<file path="config.mk">
export PLATFORM = sky130hd
export DESIGN_NAME = lfsr_tpg
export DESIGN_NICKNAME = d
export VERILOG_FILES = /design/src/rtl/lfsr_tpg_pkg.sv /design/src/rtl/lfsr_step.sv /design/src/rtl/seed_guard.sv /design/src/rtl/wrap_detect.sv /design/src/rtl/lfsr_tpg.sv
export SDC_FILE = /design/constraint.sdc
export NUM_CORES = 1
export LEC_CHECK = 0
export ABC_AREA = 1
export CORE_MARGIN = 10
export CORE_UTILIZATION = 35
export CTS_BUF_LIST = sky130_fd_sc_hd__clkbuf_8 sky130_fd_sc_hd__clkbuf_16
export DETAILED_ROUTE_END_ITERATION = 6
export DONT_BUFFER_PORTS = 1
export HOLD_SLACK_MARGIN = 0.06
export PLACE_DENSITY = 0.52
export SYNTH_ARGS = -nofsm -noshare
export SYNTH_HDL_FRONTEND = slang
export SYNTH_SLANG_ARGS = --single-unit
export TNS_END_PERCENT = 1
</file>
<file path="constraint.sdc">
create_clock -name clk -period 1.9 [get_ports clk]
set_input_delay 0.38 -clock clk [delete_from_list [all_inputs] [get_ports clk]]
set_output_delay 0.38 -clock clk [all_outputs]
set_load 0.02 [all_outputs]
</file>
<file path="src/rtl/lfsr_tpg_pkg.sv">
`timescale 1ns/1ps
package lfsr_tpg_pkg;
  typedef enum logic {
    FORM_FIB = 1'b0,
    FORM_GAL = 1'b1
  } fb_form_e;
endpackage

</file>
<file path="src/rtl/lfsr_step.sv">
`timescale 1ns/1ps
module lfsr_step
  import lfsr_tpg_pkg::*;
#(
  parameter int WIDTH = 16
) (
  input  logic [WIDTH-1:0] cur,
  input  logic [WIDTH-1:0] taps,
  input  fb_form_e         form,
  output logic [WIDTH-1:0] nxt
);
  localparam logic [WIDTH-1:0] TOP_TAP = {1'b1, {(WIDTH-1){1'b0}}};

  logic [WIDTH-1:0] taps_eff;
  logic [WIDTH-1:0] fib_vec;
  logic [WIDTH-1:0] gal_vec;
  logic             out_bit;

  assign taps_eff = taps | TOP_TAP;
  assign out_bit  = cur[WIDTH-1];

  // external feedback: parity of tapped stages enters stage 0
  assign fib_vec = {cur[WIDTH-2:0], ^(cur & taps_eff)};

  // internal feedback: output stage folds into each tapped stage
  assign gal_vec[0] = out_bit;
  generate
    for (genvar i = 1; i < WIDTH; i++) begin : g_gal
      assign gal_vec[i] = cur[i-1] ^ (out_bit & taps[i-1]);
    end
  endgenerate

  always_comb begin
    nxt = (form == FORM_GAL) ? gal_vec : fib_vec;
  end
endmodule

</file>
<file path="src/rtl/seed_guard.sv">
`timescale 1ns/1ps
module seed_guard #(
  parameter int WIDTH = 16
) (
  input  logic [WIDTH-1:0] raw,
  output logic [WIDTH-1:0] safe
);
  localparam logic [WIDTH-1:0] ONE = {{(WIDTH-1){1'b0}}, 1'b1};

  always_comb begin
    safe = (raw == '0) ? ONE : raw;
  end
endmodule

</file>
<file path="src/rtl/wrap_detect.sv">
`timescale 1ns/1ps
module wrap_detect #(
  parameter int WIDTH = 16
) (
  input  logic             clk,
  input  logic             rst,
  input  logic             step,
  input  logic [WIDTH-1:0] cand,
  input  logic [WIDTH-1:0] origin,
  output logic             wrap
);
  always_ff @(posedge clk) begin
    if (rst) wrap <= 1'b0;
    else     wrap <= step && (cand == origin);
  end

  p_wrap_after_step_r8: assert property (@(posedge clk) disable iff (rst)
    wrap |-> $past(step));
endmodule

</file>
<file path="src/rtl/lfsr_tpg.sv">
`timescale 1ns/1ps
module lfsr_tpg
  import lfsr_tpg_pkg::*;
#(
  parameter int WIDTH = 16
) (
  input  logic             clk,
  input  logic             rst,
  input  logic             load,
  input  logic [WIDTH-1:0] tap_mask,
  input  logic [WIDTH-1:0] seed_in,
  input  logic             galois_sel,
  input  logic             advance,
  output logic [WIDTH-1:0] vec_out,
  output logic             ser_out,
  output logic             wrap
);
  localparam logic [WIDTH-1:0] ONE = {{(WIDTH-1){1'b0}}, 1'b1};

  logic [WIDTH-1:0] state_q, seed_q, taps_q, seed_safe, state_nxt;
  fb_form_e         form_q;
  logic             step_en;

  assign step_en = advance && !load;

  seed_guard #(.WIDTH(WIDTH)) u_guard (
    .raw  (seed_in),
    .safe (seed_safe)
  );

  lfsr_step #(.WIDTH(WIDTH)) u_step (
    .cur  (state_q),
    .taps (taps_q),
    .form (form_q),
    .nxt  (state_nxt)
  );

  always_ff @(posedge clk) begin
    if (rst) begin
      state_q <= ONE;
      seed_q  <= ONE;
      taps_q  <= '0;
      form_q  <= FORM_FIB;
    end else if (load) begin
      state_q <= seed_safe;
      seed_q  <= seed_safe;
      taps_q  <= tap_mask;
      form_q  <= fb_form_e'(galois_sel);
    end else if (advance) begin
      state_q <= state_nxt;
    end
  end

  wrap_detect #(.WIDTH(WIDTH)) u_wrap (
    .clk    (clk),
    .rst    (rst),
    .step   (step_en),
    .cand   (state_nxt),
    .origin (seed_q),
    .wrap   (wrap)
  );

  assign vec_out = state_q;
  assign ser_out = state_q[WIDTH-1];

  p_never_zero_r3: assert property (@(posedge clk) disable iff (rst)
    vec_out != '0);

  p_load_seed_r2: assert property (@(posedge clk) disable iff (rst)
    load |=> vec_out == (($past(seed_in) == '0) ? ONE : $past(seed_in)));

  p_hold_r6: assert property (@(posedge clk) disable iff (rst)
    (!load && !advance) |=> ($stable(vec_out) && !wrap));

  p_fib_shift_r4: assert property (@(posedge clk) disable iff (rst)
    (step_en && form_q == FORM_FIB) |=> vec_out[WIDTH-1:1] == $past(vec_out[WIDTH-2:0]));

  p_gal_feed_r5: assert property (@(posedge clk) disable iff (rst)
    (step_en && form_q == FORM_GAL) |=> vec_out[0] == $past(ser_out));
endmodule

</file>
## Word-level counts from Yosys, hierarchy flattened

Index checks and enable logic that the tools add are counted.

- Bits in registers: 49
- Input bits: 37
- Output and inout port bits: 18
- Word-level logic and storage cells: 47

- Eq/ne operators: 1
- Mux-type cells: 4
- Bitwise operators: 31
- Reductions and logical operators: 6

Operator list:

| kind | number |
|---|---|
| 16-bit two-way mux | 4 |
| 16-bit bitwise AND | 1 |
| 16-bit equality test | 1 |
| 16-bit zero test | 1 |
| 16-bit XOR reduction | 1 |
| 1-bit bitwise AND | 15 |
| 1-bit XOR | 15 |
| 1-bit logical AND | 2 |
| 2-bit nonzero test | 1 |
| 1-bit zero test | 1 |

## Depth between registers and ports, before layout

Gate-level depths: netlist of the first run.

- Depth after elaboration: 5
- Gate-level depth with buffers: 14
- Mapped depth without buffers: 14

## Cells and area by module

From an unflattened synthesis of the first run, not the netlist that was laid out.

- Cells, all modules: 491
- Area total of the unflattened synthesis: 2985.4 um^2

By module, submodules not included:

| module | times used | cells each | area each (um^2) | sequential area each (um^2) |
|---|---|---|---|---|
| lfsr_tpg | 1 | 249 | 1905.6 | 980.9 |
| lfsr_step | 1 | 143 | 650.6 | 0.0 |
| wrap_detect | 1 | 67 | 309.0 | 20.0 |
| seed_guard | 1 | 32 | 120.1 | 0.0 |

## Worst setup path before layout of the first run

No wires, ideal clock.

- Path kind: flip-flop to flip-flop
- From: register state_q[15] (netlist: vec_out[15])
- To: register u_wrap.wrap
- Setup time: 0.116 ns
- Data arrival time: 1.541 ns
- Required time: 1.784 ns
- Slack: 0.243 ns
- Cell stages (with the launch flop): 14
- Path buffers: 1
- Clock period less this slack: 1.657 ns
- Cell sequence: dfxtp_1 -> nand2_2 -> inv_2 -> buf_6 -> nand2_1 -> nand2_1 -> nand2_1 -> or2_2 -> nand4_1 -> nor2_1 -> nand2_1 -> nor2_1 -> nand2_1 -> nor2_2

- Longest elaborated chain between the ends: 5
- Elaborated cells between the ends (all ways): 35
- Those cells by class: 1 x eq/ne; 1 x mux; 31 x bitwise; 2 x reduce/logical

RTL lines:

| what | RTL line | RTL |
|---|---|---|
| start, declared | lfsr_tpg.sv:20 | `logic [WIDTH-1:0] state_q, seed_q, taps_q, seed_safe, state_nxt;` |
| start signal, assigned | lfsr_tpg.sv:45 | `state_q <= seed_safe;` |
| start signal, assigned | lfsr_tpg.sv:50 | `state_q <= state_nxt;` |
| 16-bit bitwise AND / 1-bit bitwise AND (equally long branches) | lfsr_step.sv:23, lfsr_step.sv:29 |  |
| 16-bit XOR reduction / 1-bit XOR (equally long branches) | lfsr_step.sv:23, lfsr_step.sv:29 |  |
| 16-bit two-way mux * | lfsr_step.sv:34 | `nxt = (form == FORM_GAL) ? gal_vec : fib_vec;` |
| 16-bit equality test * | wrap_detect.sv:14 | `else wrap <= step && (cand == origin);` |
| 1-bit logical AND * | wrap_detect.sv:14 |  |
| end signal, assigned | wrap_detect.sv:14 |  |
| end, declared | wrap_detect.sv:10 | `output logic wrap` |

Mark *: on every way between the ends. The rest lies on a longest branch, timed or not.
A chain may end at the register's enable or synchronous reset.

## Worst setup path in the final report of the first run

- From: register form_q
- To: register u_wrap.wrap

- Longest elaborated chain between the ends: 3

RTL lines:

| what | RTL line | RTL |
|---|---|---|
| start, declared | lfsr_tpg.sv:21 | `fb_form_e form_q;` |
| start signal, assigned | lfsr_tpg.sv:48 | `form_q <= fb_form_e'(galois_sel);` |
| 16-bit two-way mux | lfsr_step.sv:34 |  |
| 16-bit equality test | wrap_detect.sv:14 |  |
| 1-bit logical AND | wrap_detect.sv:14 |  |

Every way passes these cells.

==> results of run 1 <==
## worst register-to-register path: stages, from the launching register on
cell     delay [ns]
dfxtp_1        0.35
nand2_2        0.11
inv_2          0.10
buf_6          0.16
nand2_1        0.07
nand2_1        0.06
nand2_1        0.08
xnor2_1        0.17
nand2_1        0.07
nor2_1         0.09
nand2_1        0.08
nor2_1         0.13
nand2_1        0.08
nor2_2         0.07
## power by group
part	internal (W)	leakage [nW]	switching [W]
Combinational	0.000171	1.07	0.000264
Sequential	0.00109	0.406	0.0000662
Clock	0.000425	0.0626	0.000369
Total	0.00169	1.54	0.000699
## area by class of cell
type / instances / area, sq um / share of cell area
Inverter: 46 / 173 / 0.0546
Tap cell: 102 / 128 / 0.0403
Timing Repair Buffer: 25 / 211 / 0.0669
Clock buffer: 6 / 82.6 / 0.0261
Sequential cell: 49 / 981 / 0.310
Multi-Input combinational cell: 343 / 1550 / 0.491
Clock inverter: 2 / 33.8 / 0.0107
## flip-flops by register name (all words and copies together), names as in the netlist
name,flops
form_q,1
seed_q,16
taps_q,15
u_wrap.wrap,1
vec_out,16
## metrics by stage
step	setup WS [ns]	util
after floorplan	0.243	-
after global placement	0.197	0.390
after detailed placement	0.182	0.390
after CTS	0.148	0.405
after global routing	0.000269	0.407
final	0.217	0.407
## worst min-delay path by stage
stage                      startpoint  cells past startpoint                       to  slack (ns)
5_1_grt                           rst                      1  seed_q[11]$_SDFFE_PP0P_        0.10
3_5_place_dp   seed_q[3]$_SDFFE_PP0P_                      2   seed_q[3]$_SDFFE_PP0P_        0.45
6_report                          rst                      1  seed_q[10]$_SDFFE_PP0P_        0.12
2_1_floorplan  seed_q[3]$_SDFFE_PP0P_                      2   seed_q[3]$_SDFFE_PP0P_        0.44
4_1_cts                           rst                      1  seed_q[10]$_SDFFE_PP0P_        0.11
3_3_place_gp   seed_q[3]$_SDFFE_PP0P_                      2   seed_q[3]$_SDFFE_PP0P_        0.45
## per-layer routing
metal	track usage	up-vias
met5	0	-
met4	0.0511	0
met3	0.0398	10
met2	0.228	52
met1	0.178	1294
li1	-	1480
## kinds of logic (layout without fill, tap and decap cells)
family / after synthesis / in the layout
xor gates and xnor gates: 4 / 4
AOI/OAI and AO/OA: 56 / 56
buffers and inverters: 64 / 79
and+or+nand+nor: 283 / 283
DFF: 49 / 49
## cell usage after synthesis, types with 4 or more instances
| master | count | share of area |
|---|---|---|
| a21oi_1 | 20 | 0.036 |
| a31oi_1 | 5 | 0.011 |
| clkbuf_1 | 14 | 0.019 |
| dfxtp_1 | 49 | 0.35 |
| inv_1 | 44 | 0.059 |
| nand2_1 | 186 | 0.25 |
| nand2_2 | 7 | 0.016 |
| nand3_1 | 29 | 0.052 |
| nand3b_1 | 13 | 0.035 |
| nand4_1 | 5 | 0.011 |
| nor2_1 | 37 | 0.050 |
| nor4_1 | 4 | 0.0089 |
| o211ai_1 | 13 | 0.035 |
| o21ai_0 | 18 | 0.032 |
| xnor2_1 | 4 | 0.012 |
==> metrics.csv, run 1 <==
stage,metric,value,unit
final_layout,antenna_cells,0,
power,p_leak,1.54,nW
run,cap_violations,0,
detailed_routing,viasPerCell,4.95,
clocking,cts_root_buffer,clkbuf_8,
floorplanning,core-area,7770,sq um
placement,dp.cells,565,
clocking,clk_latency,0.31,ns
floorplanning,rows,32,
global_route,grt_overflow,0,
detailed_routing,drt_iter0_markers,117,
timing,hold_ws,0.119,ns
timing,skew,0.00921,ns
final_layout,final_cell_mix,"nand2_1, dfxtp_1, inv_1, nor2_1, nand3_1",
worst_setup_path,required,2.15,ns
worst_setup_path,endpoint,u_wrap.wrap$_SDFF_PP0_,
timing,rsz0062_at_grt,false,
final_layout,area.growth.synth_to_final,12.9,%
final_layout,layout.nets,507,
timing,slew-limit-headroom,0.678,
timing,tightest_slew,0.478,ns
worst_setup_path,cp_common_cell,nand2_1,
worst_setup_path,cp_cell_sequence,"nand2_2, inv_2, buf_6, nand2_1, nand2_1, nand2_1, xnor2_1, nand2_1, nor2_1, nand2_1, nor2_1, nand2_1, nor2_2",
worst_setup_path,critical_path.startpoint_type,flip-flop,
synthesis,ys_ff_latch,49,
timing,fin_crit_sh,0.886,
timing,tns,0,ns
detailed_routing,post-route-drc-count,0,
placement,port_buffers,0,
clocking,cts_htree_levels,2,
synthesis,synth-simple-area-share,0.425,
floorplanning,fp.dieH,109,um
clocking,clk_pin_slew,0.10,ns
floorplanning,ios,55,
synthesis,async_flop_share,0,
synthesis,synth_top_family_by_area,simple AND/OR/NAND/NOR gates,
clocking,cts_sinks,49,
worst_setup_path,timing.setup.critical_path_class,flip-flop to flip-flop,
worst_setup_path,cp.arrival,1.94,ns
detailed_routing,top_layer,met4,
synthesis,synth_adder_area_share,0,
detailed_routing,met1_length,3.73,mm
detailed_routing,wl_met2,3.91,mm
detailed_routing,vias,2836,
power,irDropWorstVdd,0.000307,V
placement,post_dp_cell_area,3030,sq um
worst_setup_path,rr_startpoint,form_q$_SDFFE_PP0P_,
timing,max_freq,594,MHz
worst_setup_path,endpoint_kind,flip-flop,
power,p_total,0.00239,W
synthesis,synth_area,2800,sq um
worst_setup_path,max_stage_delay,0.35,ns
synthesis,synth.avg_cell_area,6.15,sq um
detailed_routing,wirelength,8.39,mm
worst_setup_path,critPathBufInv,2,
synthesis,ys_warn_count,0,
run_status,run_status,"finished, final reports clean",
worst_setup_path,crit_start,form_q$_SDFFE_PP0P_,
final_layout,fin_cells,573,
worst_setup_path,critical-path-top-delay-family,simple AND/OR/NAND/NOR gates,
timing,setup_viol,0,
global_route,grt_pass1_vias,2568,
final_layout,fill_cells,875,
detailed_routing,routedWlPerCell,14.6,um
synthesis,seq_area_frac_synth,0.350,
synthesis,synthXorXnorAreaFrac,0.0125,
synthesis,syn_nets,493,
clocking,post_cts_buffers,0,
floorplanning,initial_core_util,0.361,
detailed_routing,met3_length,613,um
worst_setup_path,cp_slowest_cell,dfxtp_1,
synthesis,syn-instance-count,456,
worst_setup_path,ff2ff_path_depth,13,
worst_setup_path,rr_endpoint,u_wrap.wrap$_SDFF_PP0_,
timing,slew_viol_final,0,
worst_hold_path,min_path_type,input pin to flip-flop,
placement,dp_hpwl,6.20,mm
final_layout,postLayoutCellArea,3160,sq um
synthesis,ys_types,22,
floorplanning,die_area,12000,sq um
floorplanning,die_w,109,um
power,p_per_area,755,nW/um^2
synthesis,synth.area.mux_share,0,
final_layout,final_common_cell,nand2_1,
worst_setup_path,cp.depth,13,
placement,gp_congestion,0.819,
synthesis,synth_compound_area_frac,0.114,
global_route,grt_pass1_wl,13.3,mm
worst_setup_path,critPathMaxFanout,15,
global_route,grt_max_degree,36,
detailed_routing,ant_nets,0,
synthesis,synth-main-ff-cell,dfxtp_1,
timing,hold_violations,0,
clocking,ctsHoldBuffers,0,
clocking,cts_tree,yes,
global_route,grt_usage,0.142,
global_route,antenna_found_initial,0,
timing,fin_crit,1.68,ns
clocking,cts_inserted_buffers,5,
final_layout,drive_above_1_share,0.0913,
worst_setup_path,rrSetupSlack,0.22,ns
synthesis,synth_edf_count,0,
clocking,cts_max_path_buffers,2,
clocking,postCtsResizedCells,0,
detailed_routing,dr.pass1.iters,4,
No activity file was read; power rests on OpenSTA's default activity.
==> run 2, diff against run 1 <==
Settings changed: SYNTH_HIERARCHICAL from default to 1.
==> metrics.csv, run 2 <==
stage,metric,value,unit
timing,tns,0,ns
detailed_routing,post-route-drc-count,0,
timing,hold_violations,0,
floorplanning,die_w,112,um
run_status,run_status,"finished, final reports clean",
timing,fin_crit_sh,0.931,
worst_setup_path,cp.arrival,2.01,ns
floorplanning,core-area,8220,sq um
timing,setup_viol,0,
clocking,cts_htree_levels,2,
floorplanning,fp.dieH,112,um
worst_setup_path,required,2.14,ns
global_route,grt_overflow,0,
timing,slew_viol_final,0,
detailed_routing,viasPerCell,4.56,
worst_setup_path,critPathMaxFanout,3,
worst_setup_path,cp_cell_sequence,"nand2_1, inv_1, nand2_1, nand2_1, nand2_1, nand2_1, nand2_1, nand2_1, nand2_1, nand3_1, nand2_2, xor2_1, nor2_1, nand3_1, nor2_1",
global_route,grt_max_degree,48,
synthesis,ys_warn_count,6,
detailed_routing,ant_nets,0,
timing,skew,0.00554,ns
worst_hold_path,min_path_type,input pin to flip-flop,
global_route,antenna_found_initial,0,
worst_setup_path,cp_slowest_cell,dfxtp_1,
worst_setup_path,endpoint_kind,flip-flop,
final_layout,fin_util,0.388,
detailed_routing,vias,2692,
run,cap_violations,0,
final_layout,fin_cells,590,
clocking,cts_tree,yes,
floorplanning,ios,55,
worst_setup_path,timing.setup.critical_path_class,flip-flop to flip-flop,
detailed_routing,wirelength,7.90,mm
timing,slew-limit-headroom,0.654,
clocking,cts_sinks,49,
placement,port_buffers,0,
final_layout,area.growth.synth_to_final,8.01,%
timing,tightest_slew,0.518,ns
power,p_leak,1.68,nW
worst_setup_path,cp_common_cell,nand2_1,
timing,fin_ws,0.130,ns
placement,dp_hpwl,5.90,mm
final_layout,drive_above_1_share,0.120,
clocking,cts_root_buffer,clkbuf_8,
synthesis,synth_area,2950,sq um
placement,pre_cts_ws,0.153,ns
synthesis,synth.avg_cell_area,6.06,sq um
floorplanning,initial_core_util,0.359,
placement,gp_congestion,0.804,
final_layout,final_cell_mix,"nand2_1, inv_1, nor2_1, nand3_1, dfxtp_1",
worst_setup_path,max_stage_delay,0.37,ns
detailed_routing,dr.pass1.iters,4,
detailed_routing,drt_iter0_markers,189,
clocking,ctsHoldBuffers,0,
floorplanning,die_area,12500,sq um
power,irDropWorstVdd,0.000277,V
clocking,clk_latency,0.31,ns
global_route,grt_pass1_vias,2547,
power,p_per_area,707,nW/um^2
synthesis,syn_nets,524,
worst_setup_path,critical-path-top-delay-family,simple AND/OR/NAND/NOR gates,
floorplanning,rows,33,
timing,max_freq,565,MHz
synthesis,syn-instance-count,487,
final_layout,final_common_cell,nand2_1,
final_layout,layout.nets,521,
placement,dp.cells,581,
clocking,cts_inserted_buffers,5,
clocking,clk_pin_slew,0.09,ns
clocking,cts_max_path_buffers,2,
final_layout,fill_cells,898,
final_layout,antenna_cells,0,
global_route,grt_pass1_wl,13.0,mm
worst_setup_path,critical_path.startpoint_type,flip-flop,
detailed_routing,routedWlPerCell,13.4,um
global_route,grt_usage,0.125,
timing,fin_crit,1.77,ns
worst_setup_path,critPathBufInv,1,
## run 2: cell types whose count changed in the layout (fill, tap and decap cells not counted), moves of 4 or more
cell | before | now
nand4_1 | 5 | 0
nand3_1 | 29 | 43
inv_1 | 45 | 59
dfxtp_1 | 49 | 37
dfxtp_2 | 0 | 12
nor2_1 | 37 | 50
a31oi_1 | 5 | 0
xor2_1 | 0 | 18
nand2_1 | 186 | 178
nand3b_1 | 13 | 0
o211ai_1 | 13 | 0
nor4_1 | 4 | 0
## run 2: routing by layer
| layer | share of wire | global-route usage |
|---|---|---|
| met1 | 0.50 | 0.170 |
| met2 | 0.42 | 0.188 |
| met3 | 0.066 | 0.0290 |
| met4 | 0.013 | 0.0394 |
| met5 | 0 | 0 |
## run 2: final timing paths
kind,startpoint,endpoint,slack (ns),cells after the start
worst max-delay path,vec_out[1]$_SDFFE_PP0P_,u_wrap/wrap$_SDFF_PP0_,0.13,15
worst min-delay path,rst,seed_q[9]$_SDFFE_PP0P_,0.13,1
worst max register to register,vec_out[1]$_SDFFE_PP0P_,u_wrap/wrap$_SDFF_PP0_,0.13,15
worst min register to register,seed_q[6]$_SDFFE_PP0P_,seed_q[6]$_SDFFE_PP0P_,0.46,2
## run 2: through the flow
step                      total power (W)  cell area [sq um]  hold WS, ns
after floorplan                   0.00150               2950        0.439
after global placement            0.00157               3050        0.445
after detailed placement          0.00157               3050        0.449
after CTS                         0.00227               3150        0.119
after global routing              0.00239               3190        0.117
final                             0.00225               3190        0.131
## run 2: cell type report
| class | count | area [sq um] | area share |
|---|---|---|---|
| Sequential cell | 49 | 996 | 0.312 |
| Multi-Input combinational cell | 339 | 1530 | 0.481 |
| Tap cell | 105 | 131 | 0.0412 |
| Timing Repair Buffer | 24 | 180 | 0.0565 |
| Clock inverter | 1 | 5.00 | 0.00157 |
| Inverter | 65 | 246 | 0.0773 |
| Clock buffer | 7 | 96.3 | 0.0302 |
## run 2: report_power, final
| part | total [W] | switching [W] | internal [W] |
|---|---|---|---|
| Combinational | 0.000417 | 0.000259 | 0.000158 |
| Clock | 0.000693 | 0.000363 | 0.000330 |
| Sequential | 0.00114 | 0.0000509 | 0.00109 |
| Total | 0.00225 | 0.000673 | 0.00158 |
## run 2: timing repair
item | CTS | global route
setup endpoints to repair | 0 | 1
resized for setup | 0 | 19
buffers inserted | 0 | 1
==> run 3, diff against run 2 <==
Settings changed: CTS_CLUSTER_DIAMETER from default to 150, DONT_BUFFER_PORTS 1 to default, PLACE_DENSITY 0.52 to 0.6.
==> metrics.csv, run 3 (synthesized netlist as in run 2, its figures left out) <==
stage,metric,value,unit
run_status,run_status,"finished, final reports clean",
worst_setup_path,endpoint_kind,output port,
placement,dp_hpwl,6.09,mm
clocking,cts_max_path_buffers,2,
clocking,cts_tree,yes,
floorplanning,initial_core_util,0.359,
worst_setup_path,critical_path.startpoint_type,flip-flop,
worst_setup_path,rr_startpoint,vec_out[15]$_SDFFE_PP0P_,
worst_setup_path,rr_endpoint,u_wrap/wrap$_SDFF_PP0_,
worst_setup_path,required,1.52,ns
detailed_routing,ant_nets,0,
worst_hold_path,min_path_type,flip-flop to flip-flop,
placement,pre_cts_ws,0.0720,ns
clocking,clk_latency,0.30,ns
run,cap_violations,0,
timing,setup_viol,0,
placement,post_dp_cell_area,3540,sq um
power,p_leak,1.85,nW
global_route,antenna_found_initial,0,
floorplanning,fp.dieH,112,um
final_layout,antenna_cells,0,
detailed_routing,wirelength,7.96,mm
worst_setup_path,rrSetupSlack,0.17,ns
power,irDropWorstVdd,0.000299,V
global_route,grt_pass1_vias,2644,
worst_setup_path,endpoint,vec_out[1],
timing,slew_viol_final,0,
global_route,grt_usage,0.123,
timing,tightest_slew,0.513,ns
placement,gp_congestion,0.776,
floorplanning,core-area,8220,sq um
final_layout,fill_cells,893,
power,p_per_area,626,nW/um^2
clocking,cts_sinks,49,
worst_setup_path,timing.setup.critical_path_class,flip-flop to output port,
timing,max_freq,562,MHz
floorplanning,die_w,112,um
final_layout,area.growth.synth_to_final,24.0,%
global_route,grt_pass1_wl,13.0,mm
floorplanning,rows,33,
floorplanning,ios,55,
final_layout,final_common_cell,nand2_1,
global_route,grt_overflow,0,
detailed_routing,post-route-drc-count,0,
timing,skew,0.00687,ns
floorplanning,die_area,12500,sq um
clocking,ctsHoldBuffers,0,
worst_setup_path,cp.arrival,1.40,ns
detailed_routing,vias,2879,
worst_setup_path,critPathMaxFanout,3,
timing,slew-limit-headroom,0.658,
detailed_routing,routedWlPerCell,12.5,um
final_layout,postLayoutCellArea,3660,sq um
final_layout,drive_above_1_share,0.0938,
placement,port_buffers,53,
timing,fin_ws,0.120,ns
worst_setup_path,crit_start,vec_out[1]$_SDFFE_PP0P_,
timing,fin_crit,1.78,ns
clocking,clk_pin_slew,0.09,ns
timing,hold_violations,0,
global_route,grt_max_degree,46,
clocking,cts_inserted_buffers,5,
worst_setup_path,ff2ff_path_depth,11,
detailed_routing,viasPerCell,4.51,
final_layout,final_cell_mix,"nand2_1, inv_1, clkdlybuf4s50_1, nor2_1, nand3_1",
detailed_routing,drt_iter0_markers,147,
timing,fin_crit_sh,0.937,
final_layout,layout.nets,569,
detailed_routing,dr.pass1.iters,5,
clocking,cts_htree_levels,2,
clocking,cts_root_buffer,clkbuf_8,
run 3: cell types whose count changed in the layout (fill, tap and decap cells not counted), sizes merged:
cell and delta:
clkbuf -2, inv +1, clkinv +1, buf -5
clkdlybuf4s50 +53
run 3: power by group:
part	internal, W	leakage [nW]	switching (W)	total (W)
clock	0.000251	0.0491	0.000353	0.000604
sequential	0.00109	0.409	0.0000555	0.00115
combinational	0.000244	1.39	0.000295	0.000539
total	0.00159	1.85	0.000704	0.00229
run 3: worst min-delay path by stage:
stage | cells after the start | endpoint | from | slack, ns
finish | 2 | seed_q[6]$_SDFFE_PP0P_ | seed_q[6]$_SDFFE_PP0P_ | 0.47
global route | 2 | seed_q[2]$_SDFFE_PP0P_ | seed_q[2]$_SDFFE_PP0P_ | 0.50
CTS | 2 | seed_q[6]$_SDFFE_PP0P_ | seed_q[6]$_SDFFE_PP0P_ | 0.47
detailed placement | 2 | seed_q[6]$_SDFFE_PP0P_ | seed_q[6]$_SDFFE_PP0P_ | 0.46
global placement | 2 | seed_q[6]$_SDFFE_PP0P_ | seed_q[6]$_SDFFE_PP0P_ | 0.45
floorplan | 2 | seed_q[12]$_SDFFE_PP0P_ | seed_q[12]$_SDFFE_PP0P_ | 0.44
run 3: timing repair:
item,in CTS,in global routing
resized for setup,0,18
buffers inserted,0,1
endpoints found under the setup margin,0,1
run 3: final cells by class:
cell class                      count  area (sq um)  share of cell area
Sequential cell                    49           997               0.272
Inverter                           65           246              0.0673
Tap cell                          105           131              0.0359
Multi-Input combinational cell    339          1530               0.418
Timing Repair Buffer               72           673               0.184
Clock inverter                      3          13.8             0.00376
Clock buffer                        5          68.8              0.0188
run 3: worst max-delay path: stages (launching register included):
cell	delay, ns
dfxtp_1	0.36
buf_4	0.14
clkdlybuf4s50_1	0.60
run 3: per-layer routing:
layer  vias to the layer above  track usage  routed length (um)
li1                       1535            -                   -
met1                      1273        0.167                3940
met2                        65        0.190                3550
met3                         6       0.0268                 382
met4                         0       0.0334                  86
met5                         -            0                   0
run 3: metrics by stage:
stage	utilization	std cells	TNS, ns	power, W	hold slack (ns)
2_1_floorplan	-	487	0	0.00150	0.439
3_3_place_gp	0.431	629	0	0.00169	0.450
3_5_place_dp	0.431	629	0	0.00170	0.460
4_1_cts	0.441	637	0	0.00230	0.474
5_1_grt	0.446	638	-0.00356	0.00243	0.498
6_report	0.446	638	0	0.00229	0.469
